===== src/rtl/ecc_mon_pkg.sv =====
package ecc_mon_pkg;
  localparam int CTRL_W = 12;
  localparam int STAT_W = 5;
  localparam int RA_W   = 3;

  typedef enum logic [RA_W-1:0] {
    RA_CTRL = 3'd0,
    RA_STAT = 3'd1,
    RA_MASK = 3'd2,
    RA_SCNT = 3'd3,
    RA_DCNT = 3'd4,
    RA_SMAX = 3'd5,
    RA_DMAX = 3'd6,
    RA_ADDR = 3'd7
  } reg_sel_e;

  // control word bit positions
  localparam int C_SBE_CNT = 0;
  localparam int C_SBE_FIX = 1;
  localparam int C_DBE_EN  = 2;
  localparam int C_CLR_ALL = 4;
  localparam int C_RD_CLR  = 7;
  localparam int C_INJ_EN  = 8;
  localparam int C_INJ_DBL = 9;
  localparam int C_FIRST   = 10;
  localparam int C_IRQ_CLR = 11;
  localparam logic [CTRL_W-1:0] CTRL_KEEP = 12'h787;

  // status bit positions
  localparam int S_SBE  = 0;
  localparam int S_DBE  = 1;
  localparam int S_SOVR = 2;
  localparam int S_DOVR = 3;
  localparam int S_RMW  = 4;
endpackage


===== src/rtl/ecc_mon_counter.sv =====
module ecc_mon_counter #(
  parameter int CNT_W = 16
) (
  input  logic             clk,
  input  logic             rst,
  input  logic             inc,
  input  logic             clr,
  input  logic [CNT_W-1:0] limit,
  output logic [CNT_W-1:0] count,
  output logic             over
);
  logic [CNT_W-1:0] nxt;

  always_comb begin
    nxt = count;
    if (inc) begin
      if (clr)         nxt = CNT_W'(1);
      else if (&count) nxt = count;
      else             nxt = count + CNT_W'(1);
    end else if (clr) begin
      nxt = '0;
    end
    over = inc && (nxt > limit);
  end

  always_ff @(posedge clk) begin
    if (rst) count <= '0;
    else     count <= nxt;
  end
endmodule


===== src/rtl/ecc_mon_addr_cap.sv =====
module ecc_mon_addr_cap #(
  parameter int AW = 32
) (
  input  logic          clk,
  input  logic          rst,
  input  logic          hit,
  input  logic          keep_first,
  input  logic          clr,
  input  logic [AW-1:0] addr_in,
  output logic [AW-1:0] addr_q
);
  logic held;
  logic take;

  assign take = hit && (!keep_first || !held || clr);

  always_ff @(posedge clk) begin
    if (rst) begin
      addr_q <= '0;
      held   <= 1'b0;
    end else if (take) begin
      addr_q <= addr_in;
      held   <= 1'b1;
    end else if (clr) begin
      addr_q <= '0;
      held   <= 1'b0;
    end
  end
endmodule


===== src/rtl/ecc_mon_irq.sv =====
module ecc_mon_irq #(
  parameter int SW = 5
) (
  input  logic          clk,
  input  logic          rst,
  input  logic [SW-1:0] set,
  input  logic          clr,
  input  logic          mask_we,
  input  logic [SW-1:0] mask_wdata,
  output logic [SW-1:0] status,
  output logic [SW-1:0] mask,
  output logic          irq
);
  logic [SW-1:0] status_n;
  logic [SW-1:0] mask_n;

  always_comb begin
    status_n = (clr ? '0 : status) | set;
    mask_n   = mask_we ? mask_wdata : mask;
  end

  always_ff @(posedge clk) begin
    if (rst) begin
      status <= '0;
      mask   <= '0;
      irq    <= 1'b0;
    end else begin
      status <= status_n;
      mask   <= mask_n;
      irq    <= |(status_n & mask_n);
    end
  end
endmodule


===== src/rtl/ecc_mon_regs.sv =====
module ecc_mon_regs
  import ecc_mon_pkg::*;
#(
  parameter int AW     = 32,
  parameter int CNT_W  = 16,
  parameter int DATA_W = 32
) (
  input  logic              clk,
  input  logic              rst,
  input  logic              reg_wr,
  input  logic              reg_rd,
  input  logic [RA_W-1:0]   reg_addr,
  input  logic [DATA_W-1:0] reg_wdata,
  output logic [DATA_W-1:0] reg_rdata,
  input  logic              ev_sbe,
  input  logic              ev_dbe,
  input  logic              ev_rmw,
  input  logic [AW-1:0]     ev_addr,
  output logic              irq,
  output logic              fix_en,
  output logic              inj_en,
  output logic              inj_dbl
);
  reg_sel_e          sel;
  logic [CTRL_W-1:0] ctrl_q;
  logic [CNT_W-1:0]  smax_q, dmax_q;
  logic [CNT_W-1:0]  sbe_cnt, dbe_cnt;
  logic              s_over, d_over;
  logic [AW-1:0]     cap_addr;
  logic [STAT_W-1:0] stat, mask, stat_set;
  logic              ctrl_we, clr_all, clr_irq;
  logic              sbe_hit, dbe_hit;
  logic              s_clr, d_clr;
  logic              unused_wbits;

  assign sel     = reg_sel_e'(reg_addr);
  assign ctrl_we = reg_wr && (sel == RA_CTRL);
  assign clr_all = ctrl_we && reg_wdata[C_CLR_ALL];
  assign clr_irq = ctrl_we && reg_wdata[C_IRQ_CLR];
  assign sbe_hit = ev_sbe && ctrl_q[C_SBE_CNT];
  assign dbe_hit = ev_dbe && ctrl_q[C_DBE_EN];
  assign s_clr   = clr_all || (reg_rd && ctrl_q[C_RD_CLR] && (sel == RA_SCNT));
  assign d_clr   = clr_all || (reg_rd && ctrl_q[C_RD_CLR] && (sel == RA_DCNT));
  assign unused_wbits = ^{reg_wdata[DATA_W-1:CTRL_W], reg_wdata[6:5], reg_wdata[3]};

  always_ff @(posedge clk) begin
    if (rst) begin
      ctrl_q <= '0;
      smax_q <= '1;
      dmax_q <= '1;
    end else if (reg_wr) begin
      case (sel)
        RA_CTRL: ctrl_q <= reg_wdata[CTRL_W-1:0] & CTRL_KEEP;
        RA_SMAX: smax_q <= reg_wdata[CNT_W-1:0];
        RA_DMAX: dmax_q <= reg_wdata[CNT_W-1:0];
        default: ;
      endcase
    end
  end

  ecc_mon_counter #(.CNT_W(CNT_W)) u_scnt (
    .clk(clk), .rst(rst), .inc(sbe_hit), .clr(s_clr),
    .limit(smax_q), .count(sbe_cnt), .over(s_over)
  );

  ecc_mon_counter #(.CNT_W(CNT_W)) u_dcnt (
    .clk(clk), .rst(rst), .inc(dbe_hit), .clr(d_clr),
    .limit(dmax_q), .count(dbe_cnt), .over(d_over)
  );

  ecc_mon_addr_cap #(.AW(AW)) u_cap (
    .clk(clk), .rst(rst), .hit(sbe_hit || dbe_hit),
    .keep_first(ctrl_q[C_FIRST]), .clr(clr_all),
    .addr_in(ev_addr), .addr_q(cap_addr)
  );

  always_comb begin
    stat_set         = '0;
    stat_set[S_SBE]  = sbe_hit;
    stat_set[S_DBE]  = dbe_hit;
    stat_set[S_SOVR] = s_over;
    stat_set[S_DOVR] = d_over;
    stat_set[S_RMW]  = dbe_hit && ev_rmw;
  end

  ecc_mon_irq #(.SW(STAT_W)) u_irq (
    .clk(clk), .rst(rst), .set(stat_set), .clr(clr_irq),
    .mask_we(reg_wr && (sel == RA_MASK)),
    .mask_wdata(reg_wdata[STAT_W-1:0]),
    .status(stat), .mask(mask), .irq(irq)
  );

  always_ff @(posedge clk) begin
    if (rst) begin
      reg_rdata <= '0;
    end else if (reg_rd) begin
      case (sel)
        RA_CTRL: reg_rdata <= DATA_W'(ctrl_q);
        RA_STAT: reg_rdata <= DATA_W'(stat);
        RA_MASK: reg_rdata <= DATA_W'(mask);
        RA_SCNT: reg_rdata <= DATA_W'(sbe_cnt);
        RA_DCNT: reg_rdata <= DATA_W'(dbe_cnt);
        RA_SMAX: reg_rdata <= DATA_W'(smax_q);
        RA_DMAX: reg_rdata <= DATA_W'(dmax_q);
        RA_ADDR: reg_rdata <= DATA_W'(cap_addr);
        default: reg_rdata <= '0;
      endcase
    end
  end

  assign fix_en  = ctrl_q[C_SBE_FIX];
  assign inj_en  = ctrl_q[C_INJ_EN];
  assign inj_dbl = ctrl_q[C_INJ_DBL];
endmodule


===== config.mk =====
export PLATFORM = sky130hd
export DESIGN_NAME = ecc_mon_regs
export DESIGN_NICKNAME = d
export VERILOG_FILES = /design/src/rtl/ecc_mon_pkg.sv /design/src/rtl/ecc_mon_counter.sv /design/src/rtl/ecc_mon_addr_cap.sv /design/src/rtl/ecc_mon_irq.sv /design/src/rtl/ecc_mon_regs.sv
export SDC_FILE = /design/constraint.sdc
export NUM_CORES = 1
export LEC_CHECK = 0
export ABC_AREA = 1
export BUFFER_PORTS_ARGS = -buffer_cell sky130_fd_sc_hd__buf_2
export CAP_MARGIN = 10
export CORE_UTILIZATION = 30
export CTS_CLUSTER_SIZE = 28
export DETAILED_ROUTE_END_ITERATION = 7
export GPL_TIMING_DRIVEN = 0
export REMOVE_ABC_BUFFERS = 1
export SYNTH_ARGS = -nofsm -noshare
export SYNTH_HDL_FRONTEND = slang
export SYNTH_SLANG_ARGS = --single-unit

===== constraint.sdc =====
create_clock -name clk -period 4.5 [get_ports clk]
set_input_delay 0.45 -clock clk [delete_from_list [all_inputs] [get_ports clk]]
set_output_delay 0.45 -clock clk [all_outputs]
set_load 0.02 [all_outputs]

==> results of run 1 <==
layout make-up:
cell class,count,area share
inverter,180,0.0739
clock inverter,15,0.0201
clock buffer,17,0.0465
timing repair buffer,96,0.0602
sequential,147,0.322
tap,330,0.0451
multi-input combinational,725,0.432
worst paths after layout:
kind | depth (start not counted) | end | slack (ns) | start
worst min-delay path | 3 | smax_q[15] | 0.27 | reg_wdata[15]
worst min register to register | 2 | reg_rdata[19] | 0.46 | u_cap.addr_q[19]
worst max-delay path | 18 | u_irq.irq | 0.52 | ctrl_q[2]
worst max register to register | 18 | u_irq.irq | 0.52 | ctrl_q[2]
where the power goes:
| part | switching [W] | total (W) | internal, W |
|---|---|---|---|
| Clock | 0.000590 | 0.00147 | 0.000876 |
| Sequential | 0.0000179 | 0.00136 | 0.00134 |
| Combinational | 0.000199 | 0.000293 | 0.0000942 |
| Total | 0.000807 | 0.00312 | 0.00231 |
stage by stage:
stage          instances  setup slack (ns)  hold WS (ns)  power, W  cell area [um2]
3_3_place_gp        1475             0.416         0.448   0.00167             8450
2_1_floorplan       1052              1.75         0.439   0.00154             7570
5_1_grt             1510             0.298         0.267   0.00323             9150
3_5_place_dp        1478             0.413         0.452   0.00168             8540
6_report            1510             0.523         0.265   0.00312             9150
4_1_cts             1510             0.558         0.258   0.00314             9150
worst max-delay path, stage by stage, from the launching register on:
cell and delay [ns]:
dfxtp_1 0.35, nand2_1 0.28, inv_1 0.92, nand2_1 0.47, a21oi_1 0.25, nand2_1 0.07, nand2_1 0.10, inv_1 0.05
ha_1 0.30, a21oi_1 0.16, o21ai_0 0.10, a21oi_1 0.27, nand2_1 0.09, nand2_1 0.14, nand2_1 0.08, nand2_1 0.06
nand2_1 0.04, nand2_1 0.05, nand2_1 0.06
synth_stat cells (2+ instances only):
cell	instances
nand3b_1	3
o22ai_2	10
o21a_1	4
a21oi_1	113
o2111ai_1	4
a31oi_1	6
inv_2	5
xor2_1	10
ha_1	34
nand4_1	9
buf_1	2
clkbuf_1	31
buf_4	4
and2_1	2
inv_1	174
nand2_1	183
o211ai_1	7
nor3_1	17
o22ai_1	22
buf_2	13
nor2_4	2
nand3_1	57
mux2i_1	2
nor2_1	99
a22oi_1	4
o21ai_0	93
dfxtp_1	147
nand2_2	5
o221ai_1	25
flip-flops by register name, summed over array words and instances (netlist names):
name,flops
reg_rdata,32
u_cap.addr_q,32
dmax_q,16
smax_q,16
u_dcnt.count,16
u_scnt.count,16
ctrl_q,7
u_irq.mask,5
u_irq.status,5
u_cap.held,1
u_irq.irq,1
layer usage:
metal,vias to the layer above,wire length (um),track usage
met1,3423,10400,0.221
li1,3803,-,-
met2,241,11100,0.301
met5,-,13,0
met3,43,1330,0.0317
met4,2,486,0.0636
kinds of logic after synthesis:
| group | Yosys count | share of synthesized area |
|---|---|---|
| buffers and inverters | 233 | 0.119 |
| DFF | 147 | 0.376 |
| adders and majority gates | 34 | 0.0544 |
| muxes | 2 | 0.00256 |
| AOI/OAI and AO/OA | 294 | 0.225 |
| and+or+nand+nor | 385 | 0.212 |
| xor gates and xnor gates | 10 | 0.0112 |
cells in the final DEF (no fill, tap or decap), drive strengths merged:
master      n
nand2     190
inv       181
dfxtp     147
a21oi     113
nor2      102
buf        96
o21ai      94
nand3      58
ha         34
o22ai      33
o221ai     25
nor3       18
clkbuf     17
xor2       10
nand4       9
clkinv      8
o211ai      7
a31oi       7
o21a        4
a22oi       4
o2111ai     4
nand3b      3
clkinvlp    3
bufinv      3
and2        3
mux2i       2
and3        1
a211oi      1
a21o        1
nor4        1
o31ai       1
==> reports/qor.yml, run 1 <==
outcome:
  outcome: "finished, final reports clean"
yosys:
  syn_area_mm2: 0.00782
  ys.flop_type: "dfxtp_1"
  ys_warn_count: 0
  synth_top_area_share: 0.376
  synth_area_leader_cell: "dfxtp_1"
  synth-seq-cells: 147
  synth_edf_count: 0
  async_flop_share: 0
  synth_area_leaders: "dfxtp_1 (38%), nand2_1 (8.8%), inv_1 (8.4%)"
  synth_area_per_cell_um2: 7.08
  yosysSeqAreaShare: 0.376
  synth_cell_types: 47
  syn_inst: 1105
die:
  ioPinCount: 110
  die_area_mm2: 0.0267
  core_area_mm2: 0.0254
  fp.dieW_um: 163
  rows: 58
  initial_core_util: 0.308
  die_y_um: 163
detailed_routing:
  routed_wl_mm: 23.3
  final_antenna_net_count: 0
  avgRoutedWirePerCell_um: 15.4
  drc: 0
  num_vias: 7512
  drt_first_iter_violations: 643
  via_per_inst: 4.97
  drt_pass1_iterations: 5
cts:
  clock-root-buffer: "clkbuf_16"
  post_cts_buffers: 0
  postCtsResizedCells: 0
  cts_inserted_buffers: 17
  clk_pin_slew_ns: 0.06
  insertion_delay_ns: 0.43
  cts_tree: "built"
  clock_sinks: 147
  clock_path_buffers: 2
  htree_levels: 4
  cts_hold_buf: 0
grt:
  grt_pass1_vias: 6907
  grtUsageTotal: 0.177
  grt_max_degree: 72
  grt_antenna_before_repair: 1
  grt_overflow: 0
  grt_pass1_wl_mm: 36.5
power_and_ir_drop:
  power_leakage_nw: 4.26
  ir_drop_uv: 231
  p_per_area_mw_per_mm2: 341
cells_and_area:
  multi_input_comb_area_mm2: 0.00396
  fill_cells: 2748
  utilization: 0.360
  antennaDiodeCount: 0
  register_area_mm2: 0.00294
  nets: 1275
  area_growth_pct: 16.9
  drive_above_1_share: 0.136
timing:
  rsz0062_at_grt: "false"
  fin_crit_sh: 0.884
  setup_tns_ns: 0
  worst_slew_pin_slew_ns: 1.15
  skew_ns: 0.00699
  report.final.slew_viol_count: 0
  max_slew_margin: 0.234
  setup_viol_count_final: 0
  period_minus_slack_ns: 3.98
  max_freq_ghz: 0.251
  hold_violations: 0
place:
  place_hpwl_mm: 17.2
  io_buffers: 93
  gp_congestion: 0.940
setup_path:
  end_kind: "flop"
  arrival_ns: 4.30
  cp.required_ns: 4.82
  worstSetupStartpointType: "flop"
  cp_max_fo: 29
  path_class: "reg -> reg"
hold_path:
  hp-class: "in -> reg"
run:
  drv_cap: 0
Note: power is estimated with default switching activity, not from simulation.
==> run 2: changes to the inputs <==
Settings changed: BUFFER_PORTS_ARGS -buffer_cell sky130_fd_sc_hd__buf_2 to unset, CTS_CLUSTER_SIZE 28 to 30, DONT_BUFFER_PORTS set to 1.
Clock period 4.5 ns to 3.5 ns, I/O delays scaled along.
==> run 2 against run 1 <==
Compared with the run above: first-iteration DRC count decreased by 11%; non-clock buffer count decreased by 89; largest power group unchanged; setup slack got worse by 0.33 ns; register-to-register slack got worse by 0.33 ns; core utilization decreased by 1.8 points; sequential power increased by 31%; combinational power decreased by 14%; worst hold slack got worse by 0.26 ns; clock power increased by 24%; cell count decreased by 5.8%.
==> reports/qor.yml, run 2 (synthesis gave the netlist of run 1 again) <==
outcome:
  outcome: "finished, final reports clean"
timing:
  rsz0062_at_grt: "false"
  setup_viol_count_final: 0  # unchanged
  fin_crit_sh: 0.944  # +0.0599
  period_minus_slack_ns: 3.30  # -0.674 ns
  worst_hold_slack_ns: 0.00610  # -0.259 ns
  worst_slew_pin_slew_ns: 1.11  # -0.0436 ns
  max_freq_ghz: 0.303  # +20%
  max_slew_margin: 0.263  # +0.0290
  report.final.slew_viol_count: 0  # unchanged
  skew_ns: 0.0152  # +0.00823 ns
  hold_violations: 0  # unchanged
setup_path:
  path_class: "reg -> reg"
  cp_max_fo: 9  # -69%
  cp.required_ns: 3.82  # -1.00 ns
  rr_endpoint: "u_irq.irq"
  crit_start: "u_dcnt.count[0]"
  arrival_ns: 3.63  # -0.67 ns
  r2r_cells: 20  # +2
  rrSetupSlack_ns: 0.20  # -0.33 ns
  end_kind: "flop"
  r2r-start: "u_dcnt.count[0]"
  crit_end: "u_irq.irq"
  worstSetupStartpointType: "flop"
cts:
  cts_tree: "built"
  clock_path_buffers: 2  # unchanged
  htree_levels: 4  # unchanged
  insertion_delay_ns: 0.44  # about the same
  clock_sinks: 147  # unchanged
  clock-root-buffer: "clkbuf_16"
  clk_pin_slew_ns: 0.06  # about the same
  cts_inserted_buffers: 17  # unchanged
cells_and_area:
  area_growth_pct: 11.0
  top_regs: "reg_rdata (32), u_cap.addr_q (32)"
  fin_area_mm2: 0.00868  # -5.1%
  final_cell_mix: "nand2_1 (182), inv_1 (173), dfxtp_1 (147)"
  drive_above_1_share: 0.0659  # -0.0705
  nets: 1187  # -6.9%
  final_common_cell: "nand2_1"
  antennaDiodeCount: 0  # unchanged
grt:
  grt_pass1_wl_mm: 36.4  # -0.36%
  grt_antenna_before_repair: 0  # -1
  grtUsageTotal: 0.178  # +0.000967
  grt_max_degree: 121  # +68%
  grt_pass1_vias: 6779  # -1.9%
  grt_overflow: 0  # unchanged
power_and_ir_drop:
  pwr-share-seq: 0.461  # +0.025
  switching_power_w: 0.000964  # +20%
  pwr-share-clk: 0.474  # +0.004
  p_comb_frac: 0.065  # -0.029
  ir_drop_uv: 278  # +20%
  swShare: 0.250  # -0.00888
  p_per_area_mw_per_mm2: 445  # +30%
  power_leakage_nw: 3.84  # -9.9%
  p_int_w: 0.00290  # +25%
detailed_routing:
  drc: 0  # unchanged
  num_vias: 7170  # -4.6%
  drt_pass1_iterations: 5  # unchanged
  avgRoutedWirePerCell_um: 16.6  # +7.5%
  routed_wl_mm: 23.6  # +1.2%
  drt_first_iter_violations: 571  # -11%
  via_per_inst: 5.04  # +1.4%
  final_antenna_net_count: 0  # unchanged
die:
  core_area_mm2: 0.0254  # unchanged
  fp.dieW_um: 163  # unchanged
  initial_core_util: 0.308  # unchanged
  rows: 58  # unchanged
  die_y_um: 163  # unchanged
  die_area_mm2: 0.0267  # unchanged
  ioPinCount: 110  # unchanged
hold_path:
  hp-class: "in -> reg"
place:
  gp_congestion: 0.901  # -4.1%
  placed_area_mm2: 0.00803  # -6.0%
  place_hpwl_mm: 16.9  # -1.5%
  io_buffers: 0  # -100%
run:
  drv_cap: 0  # unchanged
-- run 2: repair_timing --
action,in CTS,in global routing
hold endpoints to repair,6,1
buffers inserted,2,0
gates resized for setup,2,3
hold buffers,2,1
cloned,1,0
setup endpoints to repair,15,1
-- run 2: worst min-delay path by stage --
stage / from / endpoint / slack, ns / depth (start not counted)
3_5_place_dp: u_cap.addr_q[17] / reg_rdata[17] / 0.45 / 2
2_1_floorplan: rst / reg_rdata[10] / 0.42 / 1
5_1_grt: reg_rd / reg_rdata[24] / 0.0005 / 1
3_3_place_gp: u_cap.addr_q[27] / reg_rdata[27] / 0.45 / 2
6_report: reg_rd / reg_rdata[16] / 0.006 / 1
4_1_cts: reg_rd / reg_rdata[23] / 0.00002 / 1
-- run 2: critical path: stages, from the launching register on --
cell	delay [ns]
dfxtp_1	0.39
ha_1	0.28
nand3_1	0.19
nor3_4	0.27
and2_2	0.21
nand2_1	0.07
nand2_2	0.17
nor2_1	0.06
o21ai_1	0.15
nor2_1	0.07
ha_1	0.31
a21oi_1	0.16
nand2_1	0.07
a21oi_1	0.26
nand2_1	0.09
nand2_1	0.14
nand2_1	0.07
nand2_1	0.06
nand2_1	0.05
nand2_1	0.05
nand2_1	0.07
-- run 2: metal layers --
layer | wire, um | up-vias | global-route usage | share of wire
li1 | - | 3611 | - | -
met1 | 10400 | 3338 | 0.215 | 0.44
met2 | 11300 | 188 | 0.305 | 0.48
met3 | 1300 | 33 | 0.0368 | 0.055
met4 | 530 | 0 | 0.0703 | 0.022
met5 | 0 | - | 0 | 0
-- run 2: power by group through the flow --
stage                     Clock (W)  Sequential [W]  Combinational, W
after detailed placement          0         0.00182          0.000242
after global placement            0         0.00181          0.000235
final                       0.00183         0.00178          0.000251
after CTS                   0.00186         0.00178          0.000250
after global routing        0.00193         0.00178          0.000284
after floorplan                   0         0.00181          0.000178
-- run 2: stage by stage --
| step | worst slack (ns) | utilization | power (W) | instances | TNS, ns |
|---|---|---|---|---|---|
| 5_1_grt | 0.00810 | 0.342 | 0.00400 | 1422 | 0 |
| 2_1_floorplan | 0.853 | - | 0.00198 | 1052 | 0 |
| 6_report | 0.197 | 0.342 | 0.00386 | 1422 | 0 |
| 3_5_place_dp | -0.330 | 0.316 | 0.00206 | 1384 | -3.05 |
| 4_1_cts | 0.138 | 0.341 | 0.00389 | 1421 | 0 |
| 3_3_place_gp | -0.352 | 0.314 | 0.00205 | 1382 | -2.50 |
-- run 2: final cells by class --
class / count / area (um2)
inverters: 180 / 682
flip-flops and latches: 147 / 2940
well taps: 330 / 413
clock buffers: 20 / 457
clock inverters: 12 / 131
repair buffers: 7 / 87.6
multi-input cells: 725 / 3960
fillers: 2734 / 16700
repair inverters: 1 / 5.00
==> run 3: changes to the inputs <==
Settings changed: SETUP_SLACK_MARGIN set to 0.4.
==> run 3 against run 2 <==
Compared with the run above: sequential power hardly changed; via count up 1.2%; total power increased by 0.28%; sequential share of layout area down 0.70 points; core utilization increased by 0.79 points; fmax up 14%; clock-buffer cell count is the same; clock skew decreased by 0.0066 ns; sequential cell count is the same; first-iteration DRC count fell by 7.5%; setup slack better by 0.40 ns; critical path type unchanged; largest cell class unchanged.
==> reports/qor.yml, run 3 (synthesis gave the netlist of run 1 again) <==
outcome:
  outcome: "finished, final reports clean"
cells_and_area:
  fill_cells: 2705  # -1.1%
  antennaDiodeCount: 0  # unchanged
  nets: 1194  # +0.59%
  top_regs: "reg_rdata (32), u_cap.addr_q (32)"
  final_common_cell: "nand2_1"
  drive_above_1_share: 0.0910  # +0.0251
  finalNonFillerCells: 1429  # +0.49%
  area_growth_pct: 13.6
  final_cell_mix: "nand2_1 (180), inv_1 (173), dfxtp_1 (142)"
timing:
  report.final.slew_viol_count: 0  # unchanged
  skew_ns: 0.00865  # -0.00657 ns
  fin_crit_sh: 0.830  # -0.114
  max_freq_ghz: 0.344  # +14%
  worst_hold_slack_ns: 0.0110  # +0.00495 ns
  worst_slew_pin_slew_ns: 1.09  # -0.0112 ns
  period_minus_slack_ns: 2.90  # -0.398 ns
  max_slew_margin: 0.271  # +0.00747
  hold_violations: 0  # unchanged
  setup_viol_count_final: 0  # unchanged
  setup_tns_ns: 0  # unchanged
  setup_ws_ns: 0.596  # +0.398 ns
  rsz0062_at_grt: "false"
detailed_routing:
  avgRoutedWirePerCell_um: 16.8  # +1.3%
  final_antenna_net_count: 0  # unchanged
  drc: 0  # unchanged
  drt_first_iter_violations: 528  # -7.5%
  drt_pass1_iterations: 5  # unchanged
  via_per_inst: 5.08  # +0.75%
  num_vias: 7259  # +1.2%
  routed_wl_mm: 24.0  # +1.8%
cts:
  cts_tree: "built"
  clk_pin_slew_ns: 0.06  # about the same
  cts_inserted_buffers: 17  # unchanged
  clock_path_buffers: 2  # unchanged
  insertion_delay_ns: 0.43  # about the same
  htree_levels: 4  # unchanged
  clock_sinks: 147  # unchanged
  clock-root-buffer: "clkbuf_16"
setup_path:
  r2r-start: "u_dcnt.count[0]"
  arrival_ns: 3.22  # -0.41 ns
  worstSetupStartpointType: "flop"
  rr_endpoint: "u_irq.irq"
  r2r_cells: 20  # unchanged
  rrSetupSlack_ns: 0.60  # +0.40 ns
  cp_max_fo: 5  # -4
  cp.required_ns: 3.82  # about the same
  crit_end: "u_irq.irq"
  crit_start: "u_dcnt.count[0]"
  path_class: "reg -> reg"
  end_kind: "flop"
grt:
  grt_pass1_vias: 6837  # +0.86%
  grt_max_degree: 121  # unchanged
  grt_pass1_wl_mm: 36.7  # +0.82%
  grt_overflow: 0  # unchanged
  grtUsageTotal: 0.179  # +0.00151
  grt_antenna_before_repair: 0  # unchanged
place:
  gp_congestion: 0.901  # unchanged
  io_buffers: 0  # unchanged
  pre_cts_ws_ns: -0.330  # unchanged
  dp_cells: 1384  # unchanged
  place_hpwl_mm: 16.9  # unchanged
power_and_ir_drop:
  ir_drop_uv: 282  # +1.3%
  power_leakage_nw: 3.90  # +1.5%
  power_w: 0.00387  # +0.28%
  p_per_area_mw_per_mm2: 436  # -2.0%
hold_path:
  hp-class: "in -> reg"
die:
  ioPinCount: 110  # unchanged
  initial_core_util: 0.308  # unchanged
  rows: 58  # unchanged
  die_area_mm2: 0.0267  # unchanged
  core_area_mm2: 0.0254  # unchanged
  fp.dieW_um: 163  # unchanged
  die_y_um: 163  # unchanged
run:
  drv_cap: 0  # unchanged
-- run 3: cell type report --
| class | count | area (um2) | area share |
|---|---|---|---|
| Multi-Input combinational cell | 727 | 4080 | 0.460 |
| Timing Repair inverter | 1 | 5.00 | 0.000563 |
| Timing Repair Buffer | 12 | 138 | 0.0155 |
| Tap cell | 330 | 413 | 0.0465 |
| Clock buffer | 20 | 457 | 0.0514 |
| Clock inverter | 12 | 131 | 0.0148 |
| Sequential cell | 147 | 2950 | 0.332 |
| Inverter | 180 | 706 | 0.0794 |
-- run 3: worst min path at each step --
stage	startpoint	endpoint	slack [ns]	cells past startpoint
after CTS	reg_rd	reg_rdata[23]	0.00002	1
after floorplan	rst	reg_rdata[10]	0.42	1
final	reg_rd	reg_rdata[16]	0.01	1
after global placement	u_cap.addr_q[27]	reg_rdata[27]	0.45	2
after detailed placement	u_cap.addr_q[17]	reg_rdata[17]	0.45	2
after global routing	reg_rd	reg_rdata[24]	0.002	1
-- run 3: stage by stage --
step,instance area [um2],utilization
6_report,8880,0.350
3_3_place_gp,7980,0.314
4_1_cts,8710,0.343
3_5_place_dp,8030,0.316
5_1_grt,8880,0.350
2_1_floorplan,7570,-
-- run 3: what timing repair did --
action,4_1_cts,5_1_grt
hold buffers,2,1
setup buffers,3,4
cloned,2,1
endpoints found under the setup margin,34,3
pin swaps,2,8
hold endpoints to repair,6,1
resized for setup,10,27
-- run 3: per-layer routing --
metal	share of wire	vias to the layer above	wire (um)	GRT usage
met4	0.025	0	602	0.0770
li1	-	3636	-	-
met3	0.066	38	1590	0.0361
met1	0.43	3374	10300	0.216
met2	0.48	211	11500	0.307
met5	0	-	0	0
-- run 3: worst max-delay path, stage by stage (launching register included) --
cell and delay, ns:
dfxtp_2 0.39, ha_4 0.18, nand3_2 0.12, nor3_4 0.20, and2_2 0.19, nand2_1 0.10
nand2_4 0.11, nor2_1 0.04, o21ai_1 0.14, nor2_1 0.07, ha_1 0.31, a21oi_1 0.16
nand2_1 0.08, a21oi_2 0.19, nand2_1 0.08, nand2_1 0.13, nand2_1 0.07, nand2_1 0.06
nand2_1 0.05, nand2_1 0.05, nand2_1 0.07
-- run 3: power by group --
part | internal [W] | switching, W | total [W]
Clock | 0.00109 | 0.000749 | 0.00184
Combinational | 0.0000885 | 0.000168 | 0.000257
Sequential | 0.00173 | 0.0000539 | 0.00178
Total | 0.00290 | 0.000971 | 0.00387
